**config.mk**
```make
export PLATFORM = sky130hd
export DESIGN_NAME = dram_pwr_limiter
export DESIGN_NICKNAME = d
export VERILOG_FILES = /design/src/rtl/dpl_pkg.sv /design/src/rtl/dpl_cfg_reg.sv /design/src/rtl/dpl_slot_acc.sv /design/src/rtl/dpl_history.sv /design/src/rtl/dpl_limit_cmp.sv /design/src/rtl/dram_pwr_limiter.sv
export SDC_FILE = /design/constraint.sdc
export NUM_CORES = 2
export LEC_CHECK = 0
export BUFFER_PORTS_ARGS = -buffer_cell sky130_fd_sc_hd__buf_2
export CORE_MARGIN = 5
export CORE_UTILIZATION = 58
export DETAILED_ROUTE_END_ITERATION = 7
export PLACE_DENSITY_LB_ADDON = 0.3
export SYNTH_ARGS = -nofsm -noshare
export SYNTH_HDL_FRONTEND = slang
export SYNTH_SLANG_ARGS = --single-unit
```
**constraint.sdc**
```tcl
create_clock -name clk -period 8.5 [get_ports clk]
set_input_delay 0 -clock clk [delete_from_list [all_inputs] [get_ports clk]]
set_output_delay 0 -clock clk [all_outputs]
set_load 0.1 [all_outputs]
```
**src/rtl/dpl_pkg.sv**
```systemverilog
package dpl_pkg;
  localparam int PWR_W   = 14;
  localparam int FRAC_W  = 2;
  localparam int EXP_W   = 5;
  localparam int FLOOR_W = 8;

  typedef struct packed {
    logic              en;
    logic [EXP_W-1:0]  wexp;
    logic [FRAC_W-1:0] wfrac;
    logic [PWR_W-1:0]  pwr;
  } lim_cfg_t;

  localparam int LIM_CFG_W = $bits(lim_cfg_t);
endpackage

```
**src/rtl/dpl_cfg_reg.sv**
```systemverilog
module dpl_cfg_reg
  import dpl_pkg::*;
#(
  parameter int NLIM = 2
) (
  input  logic                          clk,
  input  logic                          rst_n,
  input  logic                          we,
  input  logic [NLIM*LIM_CFG_W:0]       wdata,
  output logic [NLIM*LIM_CFG_W:0]       rdata,
  output lim_cfg_t [NLIM-1:0]           lim_o,
  output logic                          wr_acc
);
  localparam int REG_W = NLIM*LIM_CFG_W + 1;

  logic [REG_W-1:0] reg_q;

  // the lock is the top bit; once set only reset clears it
  assign wr_acc = we && !reg_q[REG_W-1];
  assign rdata  = reg_q;

  always_ff @(posedge clk) begin
    if (!rst_n)      reg_q <= '0;
    else if (wr_acc) reg_q <= wdata;
  end

  for (genvar k = 0; k < NLIM; k++) begin : g_lim
    assign lim_o[k] = lim_cfg_t'(reg_q[k*LIM_CFG_W +: LIM_CFG_W]);
  end
endmodule

```
**src/rtl/dpl_slot_acc.sv**
```systemverilog
module dpl_slot_acc #(
  parameter int NCH    = 2,
  parameter int ESW    = 16,
  parameter int SLOT_W = 24
) (
  input  logic                          clk,
  input  logic                          rst_n,
  input  logic                          clr,
  input  logic                          tick,
  input  logic                          beat_v,
  input  logic [$clog2(NCH)-1:0]        beat_ch,
  input  logic [ESW-1:0]                beat_amt,
  output logic [SLOT_W-1:0]             slot_total,
  output logic [NCH-1:0][SLOT_W-1:0]    chan_last
);
  localparam int CHW = $clog2(NCH);

  logic [NCH-1:0][SLOT_W-1:0] acc_q;
  logic [NCH-1:0][SLOT_W-1:0] acc_nxt;

  // open-slot value per channel including the beat of this cycle
  always_comb begin
    slot_total = '0;
    for (int c = 0; c < NCH; c++) begin
      acc_nxt[c] = acc_q[c];
      if (beat_v && beat_ch == CHW'(c))
        acc_nxt[c] = acc_q[c] + SLOT_W'(beat_amt);
      slot_total = slot_total + acc_nxt[c];
    end
  end

  always_ff @(posedge clk) begin
    if (!rst_n || clr) begin
      acc_q     <= '0;
      chan_last <= '0;
    end else if (tick) begin
      chan_last <= acc_nxt;
      acc_q     <= '0;
    end else begin
      acc_q     <= acc_nxt;
    end
  end
endmodule

```
**src/rtl/dpl_history.sv**
```systemverilog
module dpl_history #(
  parameter int HIST   = 64,
  parameter int SLOT_W = 24,
  parameter int SUM_W  = 32,
  parameter int NLIM   = 2
) (
  input  logic                                 clk,
  input  logic                                 rst_n,
  input  logic                                 clr,
  input  logic                                 tick,
  input  logic [SLOT_W-1:0]                    slot_in,
  input  logic [NLIM-1:0][$clog2(HIST)-1:0]    wlen_mod,
  output logic [NLIM-1:0][SUM_W-1:0]           sum_q
);
  localparam int HL = $clog2(HIST);

  logic [HIST-1:0][SLOT_W-1:0] ring_q;
  logic [HL-1:0]               wptr_q;
  logic [NLIM-1:0][SUM_W-1:0]  sum_nxt;

  // each window drops the slot that falls out of it as the new one enters;
  // a full-length window (wlen_mod == 0) drops the entry being overwritten
  for (genvar k = 0; k < NLIM; k++) begin : g_win
    logic [HL-1:0] rd_idx;
    assign rd_idx     = wptr_q - wlen_mod[k];
    assign sum_nxt[k] = sum_q[k] + SUM_W'(slot_in) - SUM_W'(ring_q[rd_idx]);
  end

  always_ff @(posedge clk) begin
    if (!rst_n || clr) begin
      ring_q <= '0;
      wptr_q <= '0;
      sum_q  <= '0;
    end else if (tick) begin
      ring_q[wptr_q] <= slot_in;
      wptr_q         <= wptr_q + 1'b1;
      sum_q          <= sum_nxt;
    end
  end
endmodule

```
**src/rtl/dpl_limit_cmp.sv**
```systemverilog
module dpl_limit_cmp
  import dpl_pkg::*;
#(
  parameter int HIST  = 64,
  parameter int SUM_W = 32
) (
  input  lim_cfg_t                   cfg,
  input  logic [SUM_W-1:0]           sum,
  output logic [$clog2(HIST):0]      wlen,
  output logic                       over
);
  localparam int HL = $clog2(HIST);
  localparam int PW = PWR_W + HL + 1;
  localparam int CW = (SUM_W > PW) ? SUM_W : PW;

  logic [HL+2:0] raw;
  logic [PW-1:0] budget;

  // (4 + frac) << exp, then /4, clamped to the history depth
  always_comb begin
    raw = {{HL{1'b0}}, 1'b1, cfg.wfrac} << cfg.wexp;
    if (int'(cfg.wexp) > HL)
      wlen = (HL+1)'(HIST);
    else if (raw[HL+2:2] > (HL+1)'(HIST))
      wlen = (HL+1)'(HIST);
    else
      wlen = raw[HL+2:2];
  end

  assign budget = PW'(cfg.pwr) * PW'(wlen);
  assign over   = cfg.en && (CW'(sum) > CW'(budget));
endmodule

```
**src/rtl/dram_pwr_limiter.sv**
```systemverilog
module dram_pwr_limiter
  import dpl_pkg::*;
#(
  parameter int NCH    = 2,
  parameter int NLIM   = 2,
  parameter int HIST   = 64,
  parameter int ESW    = 16,
  parameter int SLOT_W = 24,
  parameter int DUR_W  = 32
) (
  input  logic                        clk,
  input  logic                        rst_n,
  input  logic                        tick,
  input  logic                        e_valid,
  output logic                        e_ready,
  input  logic [$clog2(NCH)-1:0]      e_chan,
  input  logic [ESW-1:0]              e_amt,
  input  logic                        cfg_we,
  input  logic [NLIM*LIM_CFG_W:0]     cfg_wdata,
  output logic [NLIM*LIM_CFG_W:0]     cfg_rdata,
  input  logic [NCH*FLOOR_W-1:0]      floor_q,
  output logic                        throttle,
  output logic [NCH-1:0]              chan_thr,
  output logic [DUR_W-1:0]            thr_dur
);
  localparam int HL    = $clog2(HIST);
  localparam int SUM_W = SLOT_W + HL + 1;

  lim_cfg_t [NLIM-1:0]            lim;
  logic                           wr_acc;
  logic [SLOT_W-1:0]              slot_total;
  logic [NCH-1:0][SLOT_W-1:0]     chan_last;
  logic [NLIM-1:0][SUM_W-1:0]     sums;
  logic [NLIM-1:0][HL:0]          wlen;
  logic [NLIM-1:0][HL-1:0]        wlen_mod;
  logic [NLIM-1:0]                over;
  logic [DUR_W-1:0]               dur_q;

  assign e_ready = !wr_acc;

  dpl_cfg_reg #(.NLIM(NLIM)) u_cfg (
    .clk(clk), .rst_n(rst_n), .we(cfg_we), .wdata(cfg_wdata),
    .rdata(cfg_rdata), .lim_o(lim), .wr_acc(wr_acc)
  );

  dpl_slot_acc #(.NCH(NCH), .ESW(ESW), .SLOT_W(SLOT_W)) u_slot (
    .clk(clk), .rst_n(rst_n), .clr(wr_acc), .tick(tick),
    .beat_v(e_valid && e_ready), .beat_ch(e_chan), .beat_amt(e_amt),
    .slot_total(slot_total), .chan_last(chan_last)
  );

  dpl_history #(.HIST(HIST), .SLOT_W(SLOT_W), .SUM_W(SUM_W), .NLIM(NLIM)) u_hist (
    .clk(clk), .rst_n(rst_n), .clr(wr_acc), .tick(tick),
    .slot_in(slot_total), .wlen_mod(wlen_mod), .sum_q(sums)
  );

  for (genvar k = 0; k < NLIM; k++) begin : g_cmp
    dpl_limit_cmp #(.HIST(HIST), .SUM_W(SUM_W)) u_cmp (
      .cfg(lim[k]), .sum(sums[k]), .wlen(wlen[k]), .over(over[k])
    );
    assign wlen_mod[k] = wlen[k][HL-1:0];
  end

  assign throttle = |over;

  // floor: a channel at or under its floor over the last slot is spared
  for (genvar c = 0; c < NCH; c++) begin : g_floor
    assign chan_thr[c] = throttle &&
      (chan_last[c] > SLOT_W'(floor_q[c*FLOOR_W +: FLOOR_W]));
  end

  always_ff @(posedge clk) begin
    if (!rst_n)    dur_q <= '0;
    else if (tick) dur_q <= dur_q + DUR_W'($countones(chan_thr));
  end

  assign thr_dur = dur_q;
endmodule

```
==> impl_metrics.toml <==
[synth]
synth_top_area_frac = 0.3522
synth_area_leaders = "dfxtp_1, mux4_2, nand2_1"
syn_nets = 11460
synthFlopType = "dfxtp_1"
synth-edff-count = 0
synth_top_cell_by_area = "dfxtp_1"
synth_seq_area_share = 0.3522
yosys_warnings = 0
async_flop_share = 0
synthesis.area_um2 = 101000
synth.distinct_cells = 85
postSynthCellCount = 10930
ys_ff_latch = 1777
syn_area_per_cell_um2 = 9.247

[final_layout]
layout_common_cells = "nand2_1, dfxtp_1, a21oi_1"
mostFrequentLayoutCell = "nand2_1"
drive_above_1_share = 0.1869
nets = 11420
final_cell_area_um2 = 114200
syn2layout_area_growth_pct = 13.02
fillers = 13220

[hold_path]
min-delay-start = "tick"
hp-class = "in -> reg"
hold_path_end = "u_hist.sum_q[58]$_SDFFE_PP0P_"
whs_path_depth = 3

[worst_setup_path]
cp_data_required_time_ns = 9.31
critPathMaxStageDelay_ns = 0.53
start_kind = "flop"
critPathArrivalTime_ns = 9.19
reg2reg_depth = 38
r2r_slack_ns = 0.12
crit_path_top_delay_cell = "fa_1"
reg2reg_from = "u_cfg.rdata[18]$_SDFFE_PN0P_"
path_max_fanout = 7
critical_path_class = "reg -> reg"
endpoint_kind = "flop"
r2r_end = "thr_dur[17]$_SDFFE_PN0P_"

[route]
wirelength_mm = 366.1
viasPerCell = 6.823
ant_nets = 0
drtIter0Drc = 14260
dr.pass1.iters = 8
drc = 0
via_count = 91280
post_drt_wl_per_cell_um = 27.37

[sta]
skew_ns = 0.05189
relSlewSlack = 0.1440
setup_tns_ns = 0
rsz0062_at_grt = "true"
tightest_slew_ns = 1.279
setup_viol = 0
fin_crit_sh = 0.9858
report.final.slew_viol_count = 0
period_needed_ns = 8.380
finalHoldViolCount = 0
fmax_mhz = 119.3

[power]
power_density_nw_per_um2 = 215.4
p_sw_uw = 8332
clkPwrFrac = 0.348
p_leak_uw = 0.04088
seqPwrFrac = 0.352
vdd_drop_max_v = 0.0001651
internal_power_uw = 16260
pwr-share-comb = 0.300
swShare = 0.3387

[cts]
cts_tree = "yes"
cts_buffers = 186
htree_levels = 4
cts_buffer_depth = 3
clk_pin_slew_worst_paths_ns = 0.06
clock_sinks = 1777
clock_latency_ns = 0.90
cts_root_buf = "clkbuf_16"

[global_route]
grt.total_usage = 0.3895
grt.overflow.total = 0
grt_pass1_vias = 88760
met3_usage = 0.1345
grt_most_used_layer = "met2"
grt_pass1_wl_mm = 539.0
antenna_found_initial = 22
grt_max_degree = 249
grtUsageMet1 = 0.4735
use_met2 = 0.5794

[floorplanning]
die_x_um = 427.3
die_area_um2 = 182600
core_area_um2 = 173600
num_rows = 153
io_pins = 164
chipHeight_um = 427.3
initial_core_util = 0.5818

[placed_design]
place.gp.congestion = 0.9879
post-dp-hpwl_mm = 223.3
port_buffers = 163
dpl_cell_area_um2 = 105100

[run_status]
status = "complete, no violations"

[job]
maxCapViolations = 0
## metal layers
metal	routed length, µm	vias to the layer above
met3	53770	1918
met2	156800	6933
met1	123800	43820
li1	-	38590
met5	118	-
met4	31600	16
## cell usage after synthesis (55+ instances only)
library cell and instances:
nor2_1 815, nand2_1 2108, o21ai_1 112, and2_1 155, inv_1 348, buf_1 149
mux4_2 960, ha_1 280, nor2b_1 55, o21ai_0 355, nand4_1 98, xnor2_1 107
fa_1 172, or3_1 82, mux2i_1 90, clkbuf_1 743, a21o_1 59, a21boi_0 60
nand3_1 423, a21oi_1 1285, xor2_1 58, a211oi_1 191, dfxtp_1 1777
## power groups by stage
stage | sequential, µW | combinational [µW] | clock (µW)
global placement | 8830 | 6850 | 0
finish | 8670 | 7380 | 8550
CTS | 8650 | 7070 | 8560
global route | 8680 | 7810 | 8930
floorplan | 8850 | 4930 | 0
detailed placement | 8840 | 6960 | 0
## flip-flops by register name, summed over array words and instances (netlist names)
register          flops
thr_dur              32
u_cfg.rdata          45
u_hist.ring_q      1536
u_hist.sum_q         62
u_hist.wptr_q         6
u_slot.acc_q         48
u_slot.chan_last     48
## final cells by class
type | count | area (µm²) | area share
multi-input cells | 7841 | 61650 | 0.5400
flip-flops and latches | 1777 | 35610 | 0.3119
repair buffers | 732 | 6289 | 0.05508
clock buffers | 265 | 5424 | 0.04751
well taps | 2325 | 2909 | 0.02548
inverters | 350 | 1315 | 0.01152
clock inverters | 73 | 933.4 | 0.008176
diodes | 14 | 35.03 | 0.0003069
## critical path: cells and delay by family (launching register included)
kind	cells	cell delay (ns)
xor+xnor	1	0.12
flops	1	0.40
simple gates	13	2.30
buf+inv	6	0.53
fa+ha+maj	7	2.84
compound gates	11	2.11
## worst max-delay path by stage
| stage | start | end | slack (ns) | cells after the start |
|---|---|---|---|---|
| detailed placement | u_cfg.rdata[18]$_SDFFE_PN0P_ | thr_dur[29]$_SDFFE_PN0P_ | -0.002 | 35 |
| CTS | u_cfg.rdata[18]$_SDFFE_PN0P_ | chan_thr[1] | 0.03 | 31 |
| global route | u_cfg.rdata[17]$_SDFFE_PN0P_ | thr_dur[29]$_SDFFE_PN0P_ | -0.27 | 39 |
| global placement | u_cfg.rdata[39]$_SDFFE_PN0P_ | thr_dur[29]$_SDFFE_PN0P_ | 0.15 | 37 |
| floorplan | u_cfg.rdata[40]$_SDFFE_PN0P_ | thr_dur[29]$_SDFFE_PN0P_ | -0.70 | 38 |
| finish | u_cfg.rdata[18]$_SDFFE_PN0P_ | thr_dur[17]$_SDFFE_PN0P_ | 0.12 | 38 |
## through the flow
step | hold WS (ns) | utilization | std cells | power, µW | worst slack (ns)
floorplan | 0.1339 | - | 10930 | 13780 | -0.6960
global placement | 0.2466 | 0.6052 | 12790 | 15680 | 0.1530
detailed placement | 0.2506 | 0.6052 | 12790 | 15790 | -0.002421
CTS | 0.04784 | 0.6536 | 13330 | 24290 | 0.02895
global route | 0.1107 | 0.6574 | 13370 | 25410 | -0.2665
finish | 0.09257 | 0.6575 | 13380 | 24600 | 0.1204
## kinds of logic (layout without fill, tap and decap cells)
family | Yosys count | count (layout) | share of synthesized area
and+or+nand+nor | 3909 | 3909 | 0.1645
AOI/OAI and AO/OA | 2230 | 2230 | 0.1234
adders and majority gates | 452 | 452 | 0.06877
other | 0 | 14 | 0
muxes | 1084 | 1084 | 0.2267
buffers and inverters | 1307 | 1420 | 0.04998
xor gates and xnor gates | 166 | 166 | 0.01447
DFF | 1777 | 1777 | 0.3522
## repair_timing
| item | in CTS | in global routing |
|---|---|---|
| setup buffers | 0 | 32 |
| endpoints found under the setup margin | 7 | 49 |
| pin swaps | 1 | 44 |
| resized for setup | 1 | 88 |
| endpoints found under the hold margin | 171 | 0 |
| hold buffers | 204 | 0 |
| cloned | 0 | 1 |
Power figures use the tool's default switching activity.
